### config.mk
export PLATFORM = sky130hd
export DESIGN_NAME = can_irq_ident
export DESIGN_NICKNAME = d
export VERILOG_FILES = /design/src/rtl/can_irq_pkg.sv /design/src/rtl/can_irq_edge.sv /design/src/rtl/can_irq_lock.sv /design/src/rtl/can_irq_rxcmp.sv /design/src/rtl/can_irq_ident.sv
export SDC_FILE = /design/constraint.sdc
export NUM_CORES = 1
export LEC_CHECK = 0
export ABC_AREA = 1
export BUFFER_PORTS_ARGS = -buffer_cell sky130_fd_sc_hd__clkbuf_2
export CORE_AREA = 8 8 51 95
export CTS_CLUSTER_DIAMETER = 150
export DETAILED_ROUTE_END_ITERATION = 12
export DIE_AREA = 0 0 59 103
export SLEW_MARGIN = 10
export SYNTH_ARGS = -nofsm -noshare
export SYNTH_HDL_FRONTEND = slang
export SYNTH_SLANG_ARGS = --single-unit
### constraint.sdc
create_clock -name clk -period 2.3 [get_ports clk]
set_input_delay 0.115 -clock clk [delete_from_list [all_inputs] [get_ports clk]]
set_output_delay 0.115 -clock clk [all_outputs]
set_load 0.02 [all_outputs]
### src/rtl/can_irq_pkg.sv
package can_irq_pkg;
  localparam int IR_W   = 8;
  localparam int B_BE   = 7;
  localparam int B_AL   = 6;
  localparam int B_EP   = 5;
  localparam int B_WU   = 4;
  localparam int B_OV   = 3;
  localparam int B_ER   = 2;
  localparam int B_TX   = 1;
  localparam int B_RX   = 0;

  // positions inside the watched-level vector
  localparam int LV_W   = 5;
  localparam int L_PAS  = 4;
  localparam int L_OVR  = 3;
  localparam int L_ERR  = 2;
  localparam int L_BUS  = 1;
  localparam int L_TXB  = 0;

  function automatic logic rise_f(input logic prev, input logic cur);
    return ~prev & cur;
  endfunction

  function automatic logic change_f(input logic prev, input logic cur);
    return prev ^ cur;
  endfunction

  function automatic logic rx_over_f(input int unsigned fill, input int unsigned lvl);
    return fill > lvl;
  endfunction
endpackage

### src/rtl/can_irq_edge.sv
module can_irq_edge
  import can_irq_pkg::*;
#(
  parameter int W = 5
) (
  input  logic         clk,
  input  logic         rst_n,
  input  logic [W-1:0] lvl,
  output logic [W-1:0] rise,
  output logic [W-1:0] chg
);
  logic [W-1:0] prev_q;
  logic         primed_q;

  always_ff @(posedge clk or negedge rst_n) begin
    if (!rst_n) begin
      prev_q   <= '0;
      primed_q <= 1'b0;
    end else begin
      prev_q   <= lvl;
      primed_q <= 1'b1;
    end
  end

  for (genvar i = 0; i < W; i++) begin : g_bit
    assign rise[i] = primed_q & rise_f(prev_q[i], lvl[i]);
    assign chg[i]  = primed_q & change_f(prev_q[i], lvl[i]);
  end
endmodule

### src/rtl/can_irq_lock.sv
module can_irq_lock (
  input  logic clk,
  input  logic rst_n,
  input  logic ev,
  input  logic en,
  input  logic rel,
  output logic fire,
  output logic locked
);
  logic lock_q;

  assign fire   = ev & en & ~lock_q;
  assign locked = lock_q;

  always_ff @(posedge clk or negedge rst_n) begin
    if (!rst_n)   lock_q <= 1'b0;
    else if (fire) lock_q <= 1'b1;
    else if (rel)  lock_q <= 1'b0;
  end
endmodule

### src/rtl/can_irq_rxcmp.sv
module can_irq_rxcmp
  import can_irq_pkg::*;
#(
  parameter int CNT_W = 7
) (
  input  logic [CNT_W-1:0] fill,
  input  logic [CNT_W-1:0] lvl,
  input  logic             hi_prio,
  input  logic             en,
  output logic             req
);
  logic over;
  assign over = rx_over_f(int'(unsigned'(fill)), int'(unsigned'(lvl)));
  assign req  = en & (over | hi_prio);
endmodule

### src/rtl/can_irq_ident.sv
module can_irq_ident
  import can_irq_pkg::*;
#(
  parameter int CNT_W = 7
) (
  input  logic             clk,
  input  logic             rst_n,
  input  logic [7:0]       en,
  input  logic             rd_ir,
  input  logic             rd_ecc,
  input  logic             rd_alc,
  input  logic             ev_bus_err,
  input  logic             ev_arb_lost,
  input  logic             ev_wake,
  input  logic             st_sleep,
  input  logic             st_passive,
  input  logic             st_overrun,
  input  logic             st_err,
  input  logic             st_bus,
  input  logic             st_txbuf,
  input  logic [CNT_W-1:0] rx_fill,
  input  logic [CNT_W-1:0] rx_level,
  input  logic             rx_hi_prio,
  output logic [7:0]       ir_q,
  output logic             irq
);
  localparam int NLOCK = 2;

  logic [LV_W-1:0]  lv_vec, lv_rise, lv_chg;
  logic [NLOCK-1:0] lk_ev, lk_en, lk_rel, lk_fire, lock_q;
  logic             rx_req;
  logic [IR_W-1:0]  set_vec;
  logic [IR_W-1:0]  ir_next;

  assign lv_vec[L_PAS] = st_passive;
  assign lv_vec[L_OVR] = st_overrun;
  assign lv_vec[L_ERR] = st_err;
  assign lv_vec[L_BUS] = st_bus;
  assign lv_vec[L_TXB] = st_txbuf;

  can_irq_edge #(.W(LV_W)) u_edge (
    .clk  (clk),
    .rst_n(rst_n),
    .lvl  (lv_vec),
    .rise (lv_rise),
    .chg  (lv_chg)
  );

  // lock 0: bus error, lock 1: arbitration lost
  assign lk_ev  = {ev_arb_lost, ev_bus_err};
  assign lk_en  = {en[B_AL], en[B_BE]};
  assign lk_rel = {rd_alc, rd_ecc};

  for (genvar k = 0; k < NLOCK; k++) begin : g_lock
    can_irq_lock u_lock (
      .clk   (clk),
      .rst_n (rst_n),
      .ev    (lk_ev[k]),
      .en    (lk_en[k]),
      .rel   (lk_rel[k]),
      .fire  (lk_fire[k]),
      .locked(lock_q[k])
    );
  end

  can_irq_rxcmp #(.CNT_W(CNT_W)) u_rx (
    .fill   (rx_fill),
    .lvl    (rx_level),
    .hi_prio(rx_hi_prio),
    .en     (en[B_RX]),
    .req    (rx_req)
  );

  always_comb begin
    set_vec        = '0;
    set_vec[B_BE]  = lk_fire[0];
    set_vec[B_AL]  = lk_fire[1];
    set_vec[B_EP]  = en[B_EP] & lv_chg[L_PAS];
    set_vec[B_WU]  = en[B_WU] & ev_wake & st_sleep;
    set_vec[B_OV]  = en[B_OV] & lv_rise[L_OVR];
    set_vec[B_ER]  = en[B_ER] & (lv_chg[L_ERR] | lv_chg[L_BUS]);
    set_vec[B_TX]  = en[B_TX] & lv_rise[L_TXB];
    set_vec[B_RX]  = rx_req;
  end

  always_comb begin
    ir_next          = set_vec | (ir_q & {IR_W{~rd_ir}});
    ir_next[B_RX]    = rx_req;
  end

  always_ff @(posedge clk or negedge rst_n) begin
    if (!rst_n) ir_q <= '0;
    else        ir_q <= ir_next;
  end

  assign irq = |ir_q;
endmodule

# After elaboration in Yosys (flattened, before gate mapping)
# Index checks and enable logic that the tools add are counted.
[word_totals]
regBits = 16
elab_cells = 43
inputBits = 37
output_inout_bits = 9
[op_classes]
n_lt_le_gt_ge = 1
muxes = 4
n_reduce_logical = 3
bitwise = 30
[ops]
columns = ["op", "count"]
rows = [
  ["AND 1 bit", 18],
  ["AND 8 bit", 1],
  ["bitwise OR 8 bit", 1],
  ["OR reduction 8 bit", 1],
  ["greater-than comparator 7 bit", 1],
  ["inverter 1 bit", 5],
  ["2-to-1 mux 1 bit", 4],
  ["nonzero test 2 bit", 2],
  ["XOR 1 bit", 3],
  ["bitwise OR 1 bit", 2],
]

# Logic depth before layout (Yosys ltp)
[logic_depth]
word_depth = 5
depth_mapped = 9
depth_no_buf = 9

# By module
# From an unflattened synthesis, not the netlist that was laid out.
[hier_totals]
cells_unflattened = 118
area_unflattened_um2 = 934.6
[by_module_without_submodules]
columns = ["mod", "cells_per_inst", "seq_area_each_um2", "instances", "area_each_um2"]
rows = [
  ["can_irq_ident", 35, 200.2, 1, 317.8],
  ["can_irq_edge", 33, 150.1, 1, 295.3],
  ["can_irq_rxcmp", 36, 0.0, 1, 214.0],
  ["can_irq_lock", 7, 25.0, 2, 53.8],
]

# Worst setup path before layout
# Ideal clock, no wire load.
[synth_path]
kind = "register to output"
from = "reg ir_q[5]"
to = "out irq"
t_arrival_ns = 0.901
slack_ns = 1.284
required_ns = 2.185
path_stages_with_launch = 3
n_path_buf = 0
path_cell_list = "dfrtp_1 > nor4_1 > nand2_1"
[synth_via]
elab_chain_len = 1
[synth_rtl]
columns = ["element", "line", "rtl"]
rows = [
  ["start, declared", "can_irq_ident.sv:24", "output logic [7:0] ir_q,"],
  ["start signal, assigned", "can_irq_ident.sv:93", "else ir_q <= ir_next;"],
  ["OR reduction 8 bit", "can_irq_ident.sv:96", "assign irq = |ir_q;"],
  ["end, declared", "can_irq_ident.sv:25", "output logic irq"],
]
# No other way between the ends.

# Worst setup path after layout
# Same ends and word-level chain as after synthesis.

==> metrics.yaml <==
power.density_nw_per_um2: 584
finalMaxSlewViolations: 0
coreArea_um2: 3570
ys_seq_elements: 16
cp.required_ps: 2180
h-tree-depth: 1
endpoint_kind: "output port"
fin_skew_ps: 2.18
rows: 31
die_area_um2: 6080
syn_area_um2: 793
gr-total-overflow: 0
grt_pass1_vias: 857
arrival_ps: 1190
synth_cell_type_count: 15
fin_setup_tns_ps: 0
area_growth_pct: 50.6
grt_pass1_wl_mm: 3.63
ant_nets: 0
clock.fmax_mhz: 768
crit_type: "flop to output port"
leakage_uw: 0.000680
grt_usage: 0.0749
n_antenna_cell: 0
wl_per_cell_um: 10.7
portBuffers: 45
postSynthAreaPerCell_um2: 8.91
grt_max_degree: 17
clk_latency_ps: 240
antenna_found_initial: 0
vias: 760
cts_buffers: 3
clk_pin_slew_ps: 60
cp_max_fo: 3
peakVddDrop_mv: 0.247
cts_tree: "done"
ys_async_sr_fraction: 1.00
ys_seq_area_frac: 0.505
hold_class: "input pin to flop"
die_h_um: 103
ys.flop_type: "dfrtp_1"
ios: 46
period_share: 0.566
final_util: 0.335
synth_fp_nets: 133
reg2regPathDepth: 2
hpwl_mm: 1.79
viasPerCell: 3.94
cts.sinks: 16
drc: 0
die_w_um: 59
setup_viol: 0
wl_mm: 2.06
ys_warn_count: 0
min_period_ps: 1300
crit_path_start_kind: "flop"
ys_top_cells_by_area: "dfrtp_1 (50%), inv_1 (12%), ha_1 (11%)"
cts_buffer_depth: 2
finalNetCount: 189
yosys-top-cells-count: "inv_1 (25), dfrtp_1 (16), nand2_1 (14)"
dr.first_iter.drc_count: 8
finalHoldViolations: 0
outcome: "finished, final reports clean"
yosysMostFrequentCell: "inv_1"
n_fill_cell: 410
root_buffer: "clkbuf_8"
yosysTopAreaCell: "dfrtp_1"
cts_resized: 0
maxCapViolCount: 0
synth_edf_count: 0
rsz0062_at_grt: "false"
synth_top_area_frac: 0.505
hold_depth: 2
synthCells: 89
place_congestion: 0.721
drive_above_1_share: 0.361
initial_utilization: 0.222
first_pass_iters: 2
repair_timing:
| item | CTS | global route |
|---|---|---|
| hold buffers | 6 | 0 |
| endpoints found under the hold margin | 21 | 0 |
| setup buffers | 0 | 0 |
layout make-up:
class | instances | area, um2 | share of cell area
well taps | 49 | 61.3 | 0.0513
multi-input cells | 48 | 299 | 0.250
flip-flops and latches | 16 | 400 | 0.335
inverters | 25 | 93.8 | 0.0785
clock buffers | 4 | 55.1 | 0.0461
repair buffers | 51 | 285 | 0.239
layout by cell type (no fill, tap or decap), types with 2 or more instances in the layout:
master	instances
clkbuf_2	45
inv_1	25
dfrtp_1	16
nand2_1	14
o21ai_0	8
ha_1	7
dlygate4sd3_1	6
nand3_1	5
clkbuf_8	4
nand4_1	3
xnor2_1	2
nor4_1	2
a21oi_2	2
critical path, stage by stage, from the launching register on:
cell      delay [ps]
dfrtp_1          400
nor4_1           300
nand2_1           80
clkbuf_2         160
worst paths after layout:
| check | from | to | slack, ps |
|---|---|---|---|
| worst max-delay path | ir_q[5]$_DFF_PN0_ | irq | 1000 |
| max in group asynchronous | rst_n | g_lock[0].u_lock.locked$_DFFE_PN0P_ | 1680 |
| worst min-delay path | rd_ecc | g_lock[0].u_lock.locked$_DFFE_PN0P_ | 60 |
| worst min register to register | u_edge.prev_q[0]$_DFF_PN0_ | ir_q[1]$_DFF_PN0_ | 510 |
| worst max register to register | u_edge.primed_q$_DFF_PN0_ | ir_q[5]$_DFF_PN0_ | 1470 |
| min in group asynchronous | rst_n | u_edge.prev_q[3]$_DFF_PN0_ | 330 |
registers in the layout, indices dropped and copies added, names as in the netlist:
name and count:
u_edge.prev_q 5, ir_q 8, u_edge.primed_q 1, g_lock.u_lock.locked 2
cell families (layout without fill, tap and decap cells):
kind of cell / after synthesis / count (layout) / share of synthesized area
buffers and inverters: 25 / 80 / 0.118
XOR/XNOR: 2 / 2 / 0.0221
other: 1 / 1 / 0.00473
AND/OR/NAND/NOR: 26 / 26 / 0.150
adder cells (fa/ha/maj): 7 / 7 / 0.110
AO/OA/AOI/OAI: 12 / 12 / 0.0899
flip-flops: 16 / 16 / 0.505
report_power, final:
part / internal (uW) / switching, uW
Clock: 152 / 90.7
Combinational: 64.2 / 74.5
Sequential: 303 / 13.3
layer usage:
layer  vias up  share of wire  track usage
li1        386              -            -
met1       332           0.39       0.0763
met2        42           0.45        0.124
met3         0           0.16       0.0488
met4         0              0       0.0167
met5         -              0            0
per-stage QoR:
stage | cells | total power [uW] | hold slack [ps] | setup WS, ps | cell area [um2]
detailed placement | 183 | 456 | 63.0 | 1200 | 1080
global placement | 183 | 454 | 63.2 | 1220 | 1080
CTS | 193 | 714 | 53.7 | 955 | 1190
global route | 193 | 743 | 64.9 | 853 | 1190
floorplan | 89 | 388 | -181 | 1280 | 793
finish | 193 | 697 | 60.9 | 998 | 1190
(Power assumes the default switching activity.)
